`src/rtl/esf_ovh_pkg.sv`:
```
package esf_ovh_pkg;

  localparam int CRC_W = 6;

  typedef enum logic [1:0] {
    SB_LINK  = 2'd0,
    SB_CHECK = 2'd1,
    SB_ALIGN = 2'd2
  } sbit_kind_e;

  // One serial step of an LFSR that divides message*x^CRC_W by the generator.
  function automatic logic [CRC_W-1:0] crc_step(
    input logic [CRC_W-1:0] r,
    input logic             d,
    input logic [CRC_W-1:0] poly_low
  );
    logic fb;
    fb = d ^ r[CRC_W-1];
    return {r[CRC_W-2:0], 1'b0} ^ (fb ? poly_low : '0);
  endfunction

  // Frame index is zero based: index 0 is frame 1.
  function automatic sbit_kind_e sbit_kind(input int unsigned fidx);
    if (fidx % 2 == 0)      return SB_LINK;
    else if (fidx % 4 == 1) return SB_CHECK;
    else                    return SB_ALIGN;
  endfunction

endpackage

```
`src/rtl/esf_frame_timer.sv`:
```
module esf_frame_timer #(
  parameter int CHANS   = 24,
  parameter int CH_BITS = 8,
  parameter int FRAMES  = 24,
  localparam int FRAME_BITS = 1 + CHANS * CH_BITS,
  localparam int POS_W = $clog2(FRAME_BITS),
  localparam int FRM_W = $clog2(FRAMES)
) (
  input  logic             clk,
  input  logic             rst_n,
  input  logic             bit_stb,
  input  logic             sf_sync,
  output logic [POS_W-1:0] cur_pos,
  output logic [FRM_W-1:0] cur_frm,
  output logic             sf_end,
  output logic             restart
);
  localparam logic [POS_W-1:0] LAST_POS = POS_W'(FRAME_BITS - 1);
  localparam logic [FRM_W-1:0] LAST_FRM = FRM_W'(FRAMES - 1);

  logic [POS_W-1:0] pos_q;
  logic [FRM_W-1:0] frm_q;
  logic             last_bit, last_frm;

  assign restart  = bit_stb && sf_sync;
  assign cur_pos  = restart ? '0 : pos_q;
  assign cur_frm  = restart ? '0 : frm_q;
  assign last_bit = (cur_pos == LAST_POS);
  assign last_frm = (cur_frm == LAST_FRM);
  assign sf_end   = bit_stb && last_bit && last_frm;

  always_ff @(posedge clk) begin
    if (!rst_n) begin
      pos_q <= '0;
      frm_q <= '0;
    end else if (bit_stb) begin
      if (last_bit) begin
        pos_q <= '0;
        frm_q <= last_frm ? '0 : cur_frm + 1'b1;
      end else begin
        pos_q <= cur_pos + 1'b1;
        frm_q <= cur_frm;
      end
    end
  end

  a_r2_pos_wrap: assert property (@(posedge clk) disable iff (!rst_n)
    (bit_stb && !sf_sync && pos_q == LAST_POS) |=> (pos_q == '0));
  a_r9_frame_wrap: assert property (@(posedge clk) disable iff (!rst_n)
    (bit_stb && !sf_sync && pos_q == LAST_POS && frm_q == LAST_FRM) |=> (frm_q == '0));
  a_r9_frame_range: assert property (@(posedge clk) disable iff (!rst_n)
    frm_q <= LAST_FRM);
  a_r8_sync_restart: assert property (@(posedge clk) disable iff (!rst_n)
    (bit_stb && sf_sync) |=> (pos_q == POS_W'(1) && frm_q == '0));
  a_r7_timer_hold: assert property (@(posedge clk) disable iff (!rst_n)
    !bit_stb |=> ($stable(pos_q) && $stable(frm_q)));

endmodule

```
`src/rtl/esf_crc6_acc.sv`:
```
module esf_crc6_acc
  import esf_ovh_pkg::*;
#(
  parameter logic [CRC_W-1:0] POLY_LOW = 6'b000011
) (
  input  logic             clk,
  input  logic             rst_n,
  input  logic             bit_stb,
  input  logic             restart,
  input  logic             sf_end,
  input  logic             din,
  output logic [CRC_W-1:0] crc_hold
);
  logic [CRC_W-1:0] acc_q;
  logic [CRC_W-1:0] acc_base, acc_nxt;

  assign acc_base = restart ? '0 : acc_q;
  assign acc_nxt  = crc_step(acc_base, din, POLY_LOW);

  always_ff @(posedge clk) begin
    if (!rst_n) begin
      acc_q    <= '0;
      crc_hold <= '0;
    end else if (bit_stb) begin
      if (sf_end) begin
        crc_hold <= acc_nxt;
        acc_q    <= '0;
      end else begin
        acc_q <= acc_nxt;
      end
    end
  end

  a_r4_hold_only_at_end: assert property (@(posedge clk) disable iff (!rst_n)
    !sf_end |=> $stable(crc_hold));
  a_r4_acc_cleared: assert property (@(posedge clk) disable iff (!rst_n)
    sf_end |=> (acc_q == '0));
  a_r8_keep_hold: assert property (@(posedge clk) disable iff (!rst_n)
    restart |=> $stable(crc_hold));

endmodule

```
`src/rtl/esf_sbit_sel.sv`:
```
module esf_sbit_sel
  import esf_ovh_pkg::*;
#(
  parameter int CHANS     = 24,
  parameter int CH_BITS   = 8,
  parameter int FRAMES    = 24,
  parameter int SIG_EVERY = 6,
  parameter logic [CRC_W-1:0] ALIGN_PAT = 6'b001011,
  localparam int FRAME_BITS = 1 + CHANS * CH_BITS,
  localparam int POS_W = $clog2(FRAME_BITS),
  localparam int FRM_W = $clog2(FRAMES)
) (
  input  logic             clk,
  input  logic             rst_n,
  input  logic             bit_stb,
  input  logic [POS_W-1:0] cur_pos,
  input  logic [FRM_W-1:0] cur_frm,
  input  logic [CRC_W-1:0] crc_hold,
  input  logic             pay_bit,
  input  logic             fdl_bit,
  output logic             crc_din,
  output logic             fdl_take,
  output logic             line_bit,
  output logic             ovh_slot,
  output logic             sig_slot,
  output logic [1:0]       sig_sel
);
  sbit_kind_e   kind;
  logic         at_ovh;
  logic [2:0]   grp;
  logic         sbit_val, sig_hit;
  logic [1:0]   sig_idx;
  int unsigned  fnum;

  assign at_ovh   = (cur_pos == '0);
  assign kind     = sbit_kind(int'(cur_frm));
  assign grp      = 3'(cur_frm >> 2);
  assign fnum     = int'(cur_frm) + 1;
  assign fdl_take = bit_stb && at_ovh && (kind == SB_LINK);
  assign crc_din  = at_ovh ? 1'b1 : pay_bit;

  always_comb begin
    unique case (kind)
      SB_LINK:  sbit_val = fdl_bit;
      SB_CHECK: sbit_val = crc_hold[CRC_W-1-int'(grp)];
      default:  sbit_val = ALIGN_PAT[CRC_W-1-int'(grp)];
    endcase
  end

  assign sig_hit = !at_ovh && (fnum % SIG_EVERY == 0) &&
                   (int'(cur_pos) % CH_BITS == 0);
  assign sig_idx = 2'(fnum / SIG_EVERY - 1);

  always_ff @(posedge clk) begin
    if (!rst_n) begin
      line_bit <= 1'b0;
      ovh_slot <= 1'b0;
      sig_slot <= 1'b0;
      sig_sel  <= 2'd0;
    end else if (bit_stb) begin
      line_bit <= at_ovh ? sbit_val : pay_bit;
      ovh_slot <= at_ovh;
      sig_slot <= sig_hit;
      sig_sel  <= sig_hit ? sig_idx : 2'd0;
    end
  end

  a_r7_out_hold: assert property (@(posedge clk) disable iff (!rst_n)
    !bit_stb |=> $stable({line_bit, ovh_slot, sig_slot, sig_sel}));
  a_r5_take_only_odd: assert property (@(posedge clk) disable iff (!rst_n)
    fdl_take |-> (bit_stb && cur_pos == '0 && !cur_frm[0]));
  a_r6_sig_not_ovh: assert property (@(posedge clk) disable iff (!rst_n)
    sig_slot |-> !ovh_slot);
  a_r6_sel_idle: assert property (@(posedge clk) disable iff (!rst_n)
    !sig_slot |-> (sig_sel == 2'd0));
  a_r3_align_zero: assert property (@(posedge clk) disable iff (!rst_n)
    (bit_stb && at_ovh && cur_frm == FRM_W'(3)) |=> (line_bit == 1'b0 && ovh_slot));
  a_r3_align_one: assert property (@(posedge clk) disable iff (!rst_n)
    (bit_stb && at_ovh && cur_frm == FRM_W'(23)) |=> (line_bit == 1'b1 && ovh_slot));
  a_r2_payload_pass: assert property (@(posedge clk) disable iff (!rst_n)
    (bit_stb && !at_ovh) |=> (line_bit == $past(pay_bit) && !ovh_slot));

endmodule

```
`src/rtl/esf_ovh_gen.sv`:
```
module esf_ovh_gen
  import esf_ovh_pkg::*;
#(
  parameter int CHANS     = 24,
  parameter int CH_BITS   = 8,
  parameter int FRAMES    = 24,
  parameter int SIG_EVERY = 6,
  parameter logic [CRC_W-1:0] POLY_LOW  = 6'b000011,
  parameter logic [CRC_W-1:0] ALIGN_PAT = 6'b001011,
  localparam int FRAME_BITS = 1 + CHANS * CH_BITS,
  localparam int POS_W = $clog2(FRAME_BITS),
  localparam int FRM_W = $clog2(FRAMES)
) (
  input  logic       clk,
  input  logic       rst_n,
  input  logic       bit_stb,
  input  logic       sf_sync,
  input  logic       pay_bit,
  input  logic       fdl_bit,
  output logic       fdl_take,
  output logic       line_bit,
  output logic       ovh_slot,
  output logic       sig_slot,
  output logic [1:0] sig_sel
);
  logic [POS_W-1:0] cur_pos;
  logic [FRM_W-1:0] cur_frm;
  logic             sf_end, restart, crc_din;
  logic [CRC_W-1:0] crc_hold;

  esf_frame_timer #(.CHANS(CHANS), .CH_BITS(CH_BITS), .FRAMES(FRAMES)) u_timer (
    .clk(clk), .rst_n(rst_n), .bit_stb(bit_stb), .sf_sync(sf_sync),
    .cur_pos(cur_pos), .cur_frm(cur_frm), .sf_end(sf_end), .restart(restart)
  );

  esf_crc6_acc #(.POLY_LOW(POLY_LOW)) u_crc (
    .clk(clk), .rst_n(rst_n), .bit_stb(bit_stb), .restart(restart),
    .sf_end(sf_end), .din(crc_din), .crc_hold(crc_hold)
  );

  esf_sbit_sel #(.CHANS(CHANS), .CH_BITS(CH_BITS), .FRAMES(FRAMES),
                 .SIG_EVERY(SIG_EVERY), .ALIGN_PAT(ALIGN_PAT)) u_sel (
    .clk(clk), .rst_n(rst_n), .bit_stb(bit_stb), .cur_pos(cur_pos),
    .cur_frm(cur_frm), .crc_hold(crc_hold), .pay_bit(pay_bit),
    .fdl_bit(fdl_bit), .crc_din(crc_din), .fdl_take(fdl_take),
    .line_bit(line_bit), .ovh_slot(ovh_slot), .sig_slot(sig_slot),
    .sig_sel(sig_sel)
  );

  a_r1_reset_quiet: assert property (@(posedge clk)
    !rst_n |=> (!line_bit && !ovh_slot && !sig_slot && sig_sel == 2'd0));

endmodule

```
`config.mk`:
```
export PLATFORM = sky130hd
export DESIGN_NAME = esf_ovh_gen
export DESIGN_NICKNAME = d
export VERILOG_FILES = /design/src/rtl/esf_ovh_pkg.sv /design/src/rtl/esf_frame_timer.sv /design/src/rtl/esf_crc6_acc.sv /design/src/rtl/esf_sbit_sel.sv /design/src/rtl/esf_ovh_gen.sv
export SDC_FILE = /design/constraint.sdc
export NUM_CORES = 1
export LEC_CHECK = 0
export BUFFER_PORTS_ARGS = -buffer_cell sky130_fd_sc_hd__buf_2
export CAP_MARGIN = 20
export CORE_UTILIZATION = 60
export CTS_CLUSTER_SIZE = 24
export DETAILED_ROUTE_END_ITERATION = 16
export PLACE_DENSITY = 0.81
export SLEW_MARGIN = 15
export SYNTH_ARGS = -nofsm -noshare
export SYNTH_HDL_FRONTEND = slang
export SYNTH_SLANG_ARGS = --single-unit
```
`constraint.sdc`:
```
create_clock -name clk -period 5.1 [get_ports clk]
set_input_delay 0.255 -clock clk [delete_from_list [all_inputs] [get_ports clk]]
set_output_delay 0.255 -clock clk [all_outputs]
set_load 0.1 [all_outputs]
```
After elaboration in Yosys (flattened, before gate mapping)

Memory sizes are Yosys's and may differ from the RTL's.
Cells that the tools add are included.

Word-level logic and storage cells: 56
Output and inout port bits: 6
Memory bits (read-only): 8
Input port bits: 6
Register bits: 30
Memories: 1

Div/mod/pow operators: 2
Reductions and logical operators: 14
Magnitude comparators: 1
Multiplexer cells: 19
Bitwise logic cells: 2
Add/subtract/negate cells: 5
Equal/unequal tests: 4

Memories:

| memory           | depth | bits a word | rd ports | clocked after memory_dff | write ports | RTL line           | source |
|---|---|---|---|---|---|---|---|
| (name not given) | 8     | 1           | 1        | 0                        | 0           | esf_sbit_sel.sv:46 | `default: sbit_val = ALIGN_PAT[CRC_W-1-int'(grp)];` |

Operators by type and width:

| kind                                                    | number |
|---|---|
| logical NOT 32 bit                                      | 3 |
| divider 32 x 3 -> 32 bit (second input constant)        | 1 |
| < comparator 32 x 5 -> 1 bit (second input constant)    | 1 |
| remainder unit 32 x 3 -> 32 bit (second input constant) | 1 |
| two-way mux 8 bit                                       | 2 |
| two-way mux 5 bit                                       | 3 |
| two-way mux 6 bit                                       | 2 |
| adder 8 x 1 -> 8 bit (second input constant)            | 1 |
| == test 8 bit (second input constant)                   | 1 |
| logical NOT 8 bit                                       | 1 |
| two-way mux 2 bit                                       | 4 |
| logical AND 1 bit                                       | 7 |
| adder 5 x 1 -> 6 bit (second input constant)            | 1 |
| two-way mux 1 bit                                       | 6 |
| XOR 6 bit                                               | 1 |
| adder 5 x 1 -> 5 bit (second input constant)            | 1 |
| == test 5 bit (second input constant)                   | 1 |
| == test 2 x 1 -> 1 bit (second input constant)          | 2 |
| subtractor 3 x 3 -> 4 bit (first input constant)        | 1 |
| binary-select mux 1 bit (select 3 bit)                  | 1 |
| logical NOT 2 bit                                       | 1 |
| case mux 1 bit (2 select lines)                         | 1 |
| AND reduction 2 bit                                     | 1 |
| subtractor 2 x 1 -> 2 bit (second input constant)       | 1 |
| other kinds (2)                                         | 2 |

Logic depth before layout (Yosys ltp)

Depth in word-level cells: 8
Gate-level depth with buffers: 22
Mapped depth without buffers: 20

Hierarchy

A second synthesis with hierarchy kept.

Cell total of the unflattened synthesis: 295
Area total of the unflattened synthesis: 2,349.8 sq um

Modules (own cells, without submodules):

| module          | area each (sq um) | instances | cells an instance | sequential area each (sq um) |
|---|---|---|---|---|
| esf_sbit_sel    | 937.1             | 1         | 121               | 100.1 |
| esf_frame_timer | 879.6             | 1         | 113               | 260.2 |
| esf_crc6_acc    | 533.0             | 1         | 61                | 240.2 |

Worst setup path after synthesis

OpenSTA, ideal clock, no wires.

Path type: input-to-reg
Start point: in bit_stb
End point: reg u_sel.sig_sel[1]
Arrival: 4.135 ns
Buffers on the path: 2
Path slack: 0.903 ns
Setup time: 0.062 ns
Required time: 5.038 ns
Cell stages on the path: 21
Cell sequence: buf_2 -> nand2_2 -> buf_1 -> nand2_1 -> inv_1 -> ha_1 -> nand3_2 -> mux2i_4 -> inv_1 -> ha_1 -> nor2b_1 -> a31o_2 -> a221oi_2 -> o21ai_1 -> nor2b_4 -> xor2_1 -> ha_1 -> a211o_1 -> or4_1 -> nand3_1 -> a22o_1

Cells in the longest elaborated chain, start to end: 8
Elaborated cells on any way between the ends: 14
Those cells by class: add/sub: 2; div: 2; mux: 3; reduce/logical: 7

Ends and longest elaborated chain:

| what                            | RTL line              | source |
|---|---|---|
| start, declared                 | esf_ovh_gen.sv:16     | `input logic bit_stb,` |
| logical AND 1 bit               | esf_frame_timer.sv:25 | `assign restart = bit_stb && sf_sync;` |
| two-way mux 5 bit               | esf_frame_timer.sv:27 | `assign cur_frm = restart ? '0 : frm_q;` |
| adder 5 x 1 -> 6 bit            | esf_sbit_sel.sv:38    | `assign fnum = int'(cur_frm) + 1;` |
| remainder unit 32 x 3 -> 32 bit | esf_sbit_sel.sv:50    | `assign sig_hit = !at_ovh && (fnum % SIG_EVERY == 0) &&` |
| logical NOT 32 bit              | esf_sbit_sel.sv:50    |  |
| logical AND 1 bit (2 in a row)  | esf_sbit_sel.sv:50    |  |
| two-way mux 2 bit               | esf_sbit_sel.sv:64    | `sig_sel <= sig_hit ? sig_idx : 2'd0;` |
| end signal, assigned            | esf_sbit_sel.sv:64    |  |
| end, declared                   | esf_sbit_sel.sv:26    | `output logic [1:0] sig_sel` |

Several ways; a longest one is shown, not always the timed one.
A chain may end at the register's enable or synchronous reset.

Worst setup path in the final report

Start point: reg u_timer.frm_q[0]
End point: reg u_sel.sig_sel[1]

Cells in the longest elaborated chain, start to end: 7
Elaborated cells on any way between the ends: 9
Those cells by class: add/sub: 2; div: 2; mux: 2; reduce/logical: 3

Ends and longest elaborated chain:

| what                            | RTL line              | source |
|---|---|---|
| start, declared                 | esf_frame_timer.sv:22 | `logic [FRM_W-1:0] frm_q;` |
| start signal, assigned          | esf_frame_timer.sv:39 | `frm_q <= last_frm ? '0 : cur_frm + 1'b1;` |
| start signal, assigned          | esf_frame_timer.sv:42 | `frm_q <= cur_frm;` |
| two-way mux 5 bit *             | esf_frame_timer.sv:27 |  |
| adder 5 x 1 -> 6 bit *          | esf_sbit_sel.sv:38    |  |
| remainder unit 32 x 3 -> 32 bit | esf_sbit_sel.sv:50    |  |
| logical NOT 32 bit              | esf_sbit_sel.sv:50    |  |
| logical AND 1 bit (2 in a row)  | esf_sbit_sel.sv:50    |  |
| two-way mux 2 bit *             | esf_sbit_sel.sv:64    |  |

Mark *: on every way between the ends. The rest lies on a longest branch, timed or not.

==> reports/metrics.yaml <==
crit_path_start_kind: "register"
place_inst: 329
power_switching_mw: 0.140
report.final.slew_viol_count: 0
tightest_slew_ns: 0.526
cts_hold_buf: 0
vdd_ir_drop_max_mv: 0.177
final_cell_mix: "nand2_1, dfxtp_1, nand3_1"
numPortBuffers: 11
fin_crit_ns: 4.35
cts_buffer_depth: 2
rr_endpoint: "u_sel.sig_sel[1]"
placed_cell_area_sq_um: 2330
overflow: 0
setup-tns-final_ns: 0
synth_edf_count: 0
fin_util_pct: 70.0
rows: 21
clock-sinks: 30
layoutNonFillerInstCount: 337
power.total_mw: 0.503
grt_max_degree: 35
numCtsBuffers: 5
grt_usage_pct: 28.5
fin_crit_sh_pct: 85.4
report.final.hold_viol_count: 0
cts_setup_buffers: 0
root_buffer: "clkbuf_8"
place_ws_ns: 0.645
cp-startpoint: "u_timer.frm_q[0]"
timing.rr.start: "u_timer.frm_q[0]"
criticalPathCategory: "reg -> reg"
fin_ws_ns: 0.747
max_slew_margin_pct: 64.7
ctsHtreeMaxLevel: 2
drc_errors: 0
worst_clock_skew_ns: 0.00579
drt_first_pass_iters: 4
ys_seq_area_share_pct: 26.5
setup_viol: 0
worstPathMaxFanout: 9
p_sw_share_pct: 27.9
clk_latency_ns: 0.29
grt_first_pass_wirelength_microns: 8960
antenna_found_initial: 0
routed_wl_microns: 5080
status: "complete, no violations"
fmax_mhz: 230
yosys_warnings: 0
ys_types: 67
p_leak_nw: 0.959
whs_ns: 0.386
initial_core_util_pct: 65.4
dp_hpwl_microns: 3600
drv_cap: 0
diodes: 0
fin_nets: 304
syn_nets: 299
dieWidth_microns: 63.5
power_frac_seq_pct: 47.9
hold_class: "in -> reg"
die_height_microns: 63.5
rsz0062_at_grt: "false"
crit_end: "u_sel.sig_sel[1]"
wl_per_cell_microns: 15.1
ctsResizeCount: 0
ys.flop_type: "dfxtp_1"
power.density_nw_per_um2: 207
post-route-cell-area_sq_um: 2430
ys_ff_latch: 30
r2r_setup_slack_ns: 0.75
synth_top_area_share_pct: 26.5
dr.first_iter.drc_count: 125
postSynthCellCount: 285
cts_tree: "built"
p_int_mw: 0.363
dieArea_sq_um: 4030
syn_to_final_growth_pct: 7.01
io_pins: 12
crit_arrival_ns: 4.58
pwr-share-clk_pct: 40.5
yosysTopAreaCell: "dfxtp_1"
reg2regPathDepth: 18
syn_area_sq_um: 2270
core_area_sq_um: 3470
viasPerCell: 6.09
crit_required_ns: 5.33
clkTransAtPathRegs_ns: 0.06
p_comb_share_pct: 11.6
final_common_cell: "nand2_1"
async_flop_share_pct: 0
grt_pass1_vias: 1884
syn_area_per_cell_sq_um: 7.96
yosys-top-cells-area: "dfxtp_1, nand2_1, ha_1"
gp_congestion: 0.841
drtAntennaViolNets: 0
drive_gt1_share_pct: 14.4
end_kind: "register"
vias: 2053
registers in the layout (all words and copies together) (netlist names):
signal and cells:
u_timer.pos_q 8, u_crc.acc_q 6, u_crc.crc_hold 6, u_timer.frm_q 5
u_sel.sig_sel 2, u_sel.line_bit 1, u_sel.ovh_slot 1, u_sel.sig_slot 1
layout make-up:
cell class | instances | area, sq um
repair buffers | 15 | 85.1
fillers | 310 | 1040
multi-input cells | 224 | 1540
inverters | 14 | 52.6
flip-flops and latches | 30 | 601
clock inverters | 2 | 12.5
well taps | 46 | 57.6
clock buffers | 6 | 82.6
how the worst min path moves through the flow:
stage,start,to,slack [ns],cells after the start
finish,pay_bit,u_sel.line_bit,0.39,4
global route,pay_bit,u_sel.line_bit,0.41,4
global placement,u_crc.crc_hold[2],u_crc.crc_hold[2],0.45,2
floorplan,u_crc.crc_hold[2],u_crc.crc_hold[2],0.44,2
CTS,pay_bit,u_sel.line_bit,0.39,4
detailed placement,u_crc.crc_hold[2],u_crc.crc_hold[2],0.46,2
per-layer routing:
layer,track usage (%),share of wire [%],vias up
met5,0,0,-
met3,4.89,5.0,5
met2,44.3,45,46
met4,11.1,1.4,0
li1,-,-,1037
met1,38.9,48,965
power by group through the flow:
stage | combinational, mW | clock [mW] | sequential (mW)
detailed placement | 0.0582 | 0 | 0.246
global route | 0.0636 | 0.218 | 0.242
global placement | 0.0573 | 0 | 0.246
CTS | 0.0583 | 0.206 | 0.241
floorplan | 0.0381 | 0 | 0.256
finish | 0.0584 | 0.204 | 0.241
critical path, stage by stage, from the launching register on:
cell      delay [ns]
dfxtp_1         0.51
nand2_1         0.15
inv_1           0.16
ha_1            0.21
nand3_2         0.11
mux2i_4         0.37
inv_1           0.10
ha_1            0.30
nor2b_1         0.35
a31o_2          0.22
a221oi_2        0.05
o21ai_1         0.28
nor2b_4         0.23
xor2_1          0.15
ha_1            0.24
a211o_1         0.25
or4_1           0.40
nand3_1         0.10
a22o_1          0.12
kinds of logic after synthesis:
| logic type | Yosys count | share of synthesized area [%] |
|---|---|---|
| multiplexers | 6 | 3.31 |
| AND/OR/NAND/NOR | 121 | 30.5 |
| AO/OA/AOI/OAI | 79 | 25.6 |
| adder cells (fa/ha/maj) | 8 | 4.41 |
| XOR/XNOR | 10 | 3.86 |
| buffers and inverters | 31 | 5.79 |
| flip-flops | 30 | 26.5 |
synthesized netlist by cell type (all sizes together) (3+ instances only):
| cell | count |
|---|---|
| nor2 | 9 |
| a22o | 4 |
| o21ai | 14 |
| and2 | 8 |
| o211ai | 3 |
| xnor2 | 5 |
| a21oi | 11 |
| nand2b | 7 |
| and3 | 5 |
| a21boi | 15 |
| clkbuf | 7 |
| o2111ai | 4 |
| nand3 | 18 |
| xor2 | 5 |
| dfxtp | 30 |
| inv | 14 |
| ha | 8 |
| o21a | 3 |
| o22ai | 4 |
| mux2i | 4 |
| nor2b | 13 |
| buf | 10 |
| nand3b | 4 |
| nand2 | 37 |
| nor3 | 7 |
Note: power is estimated with default switching activity, not from simulation.
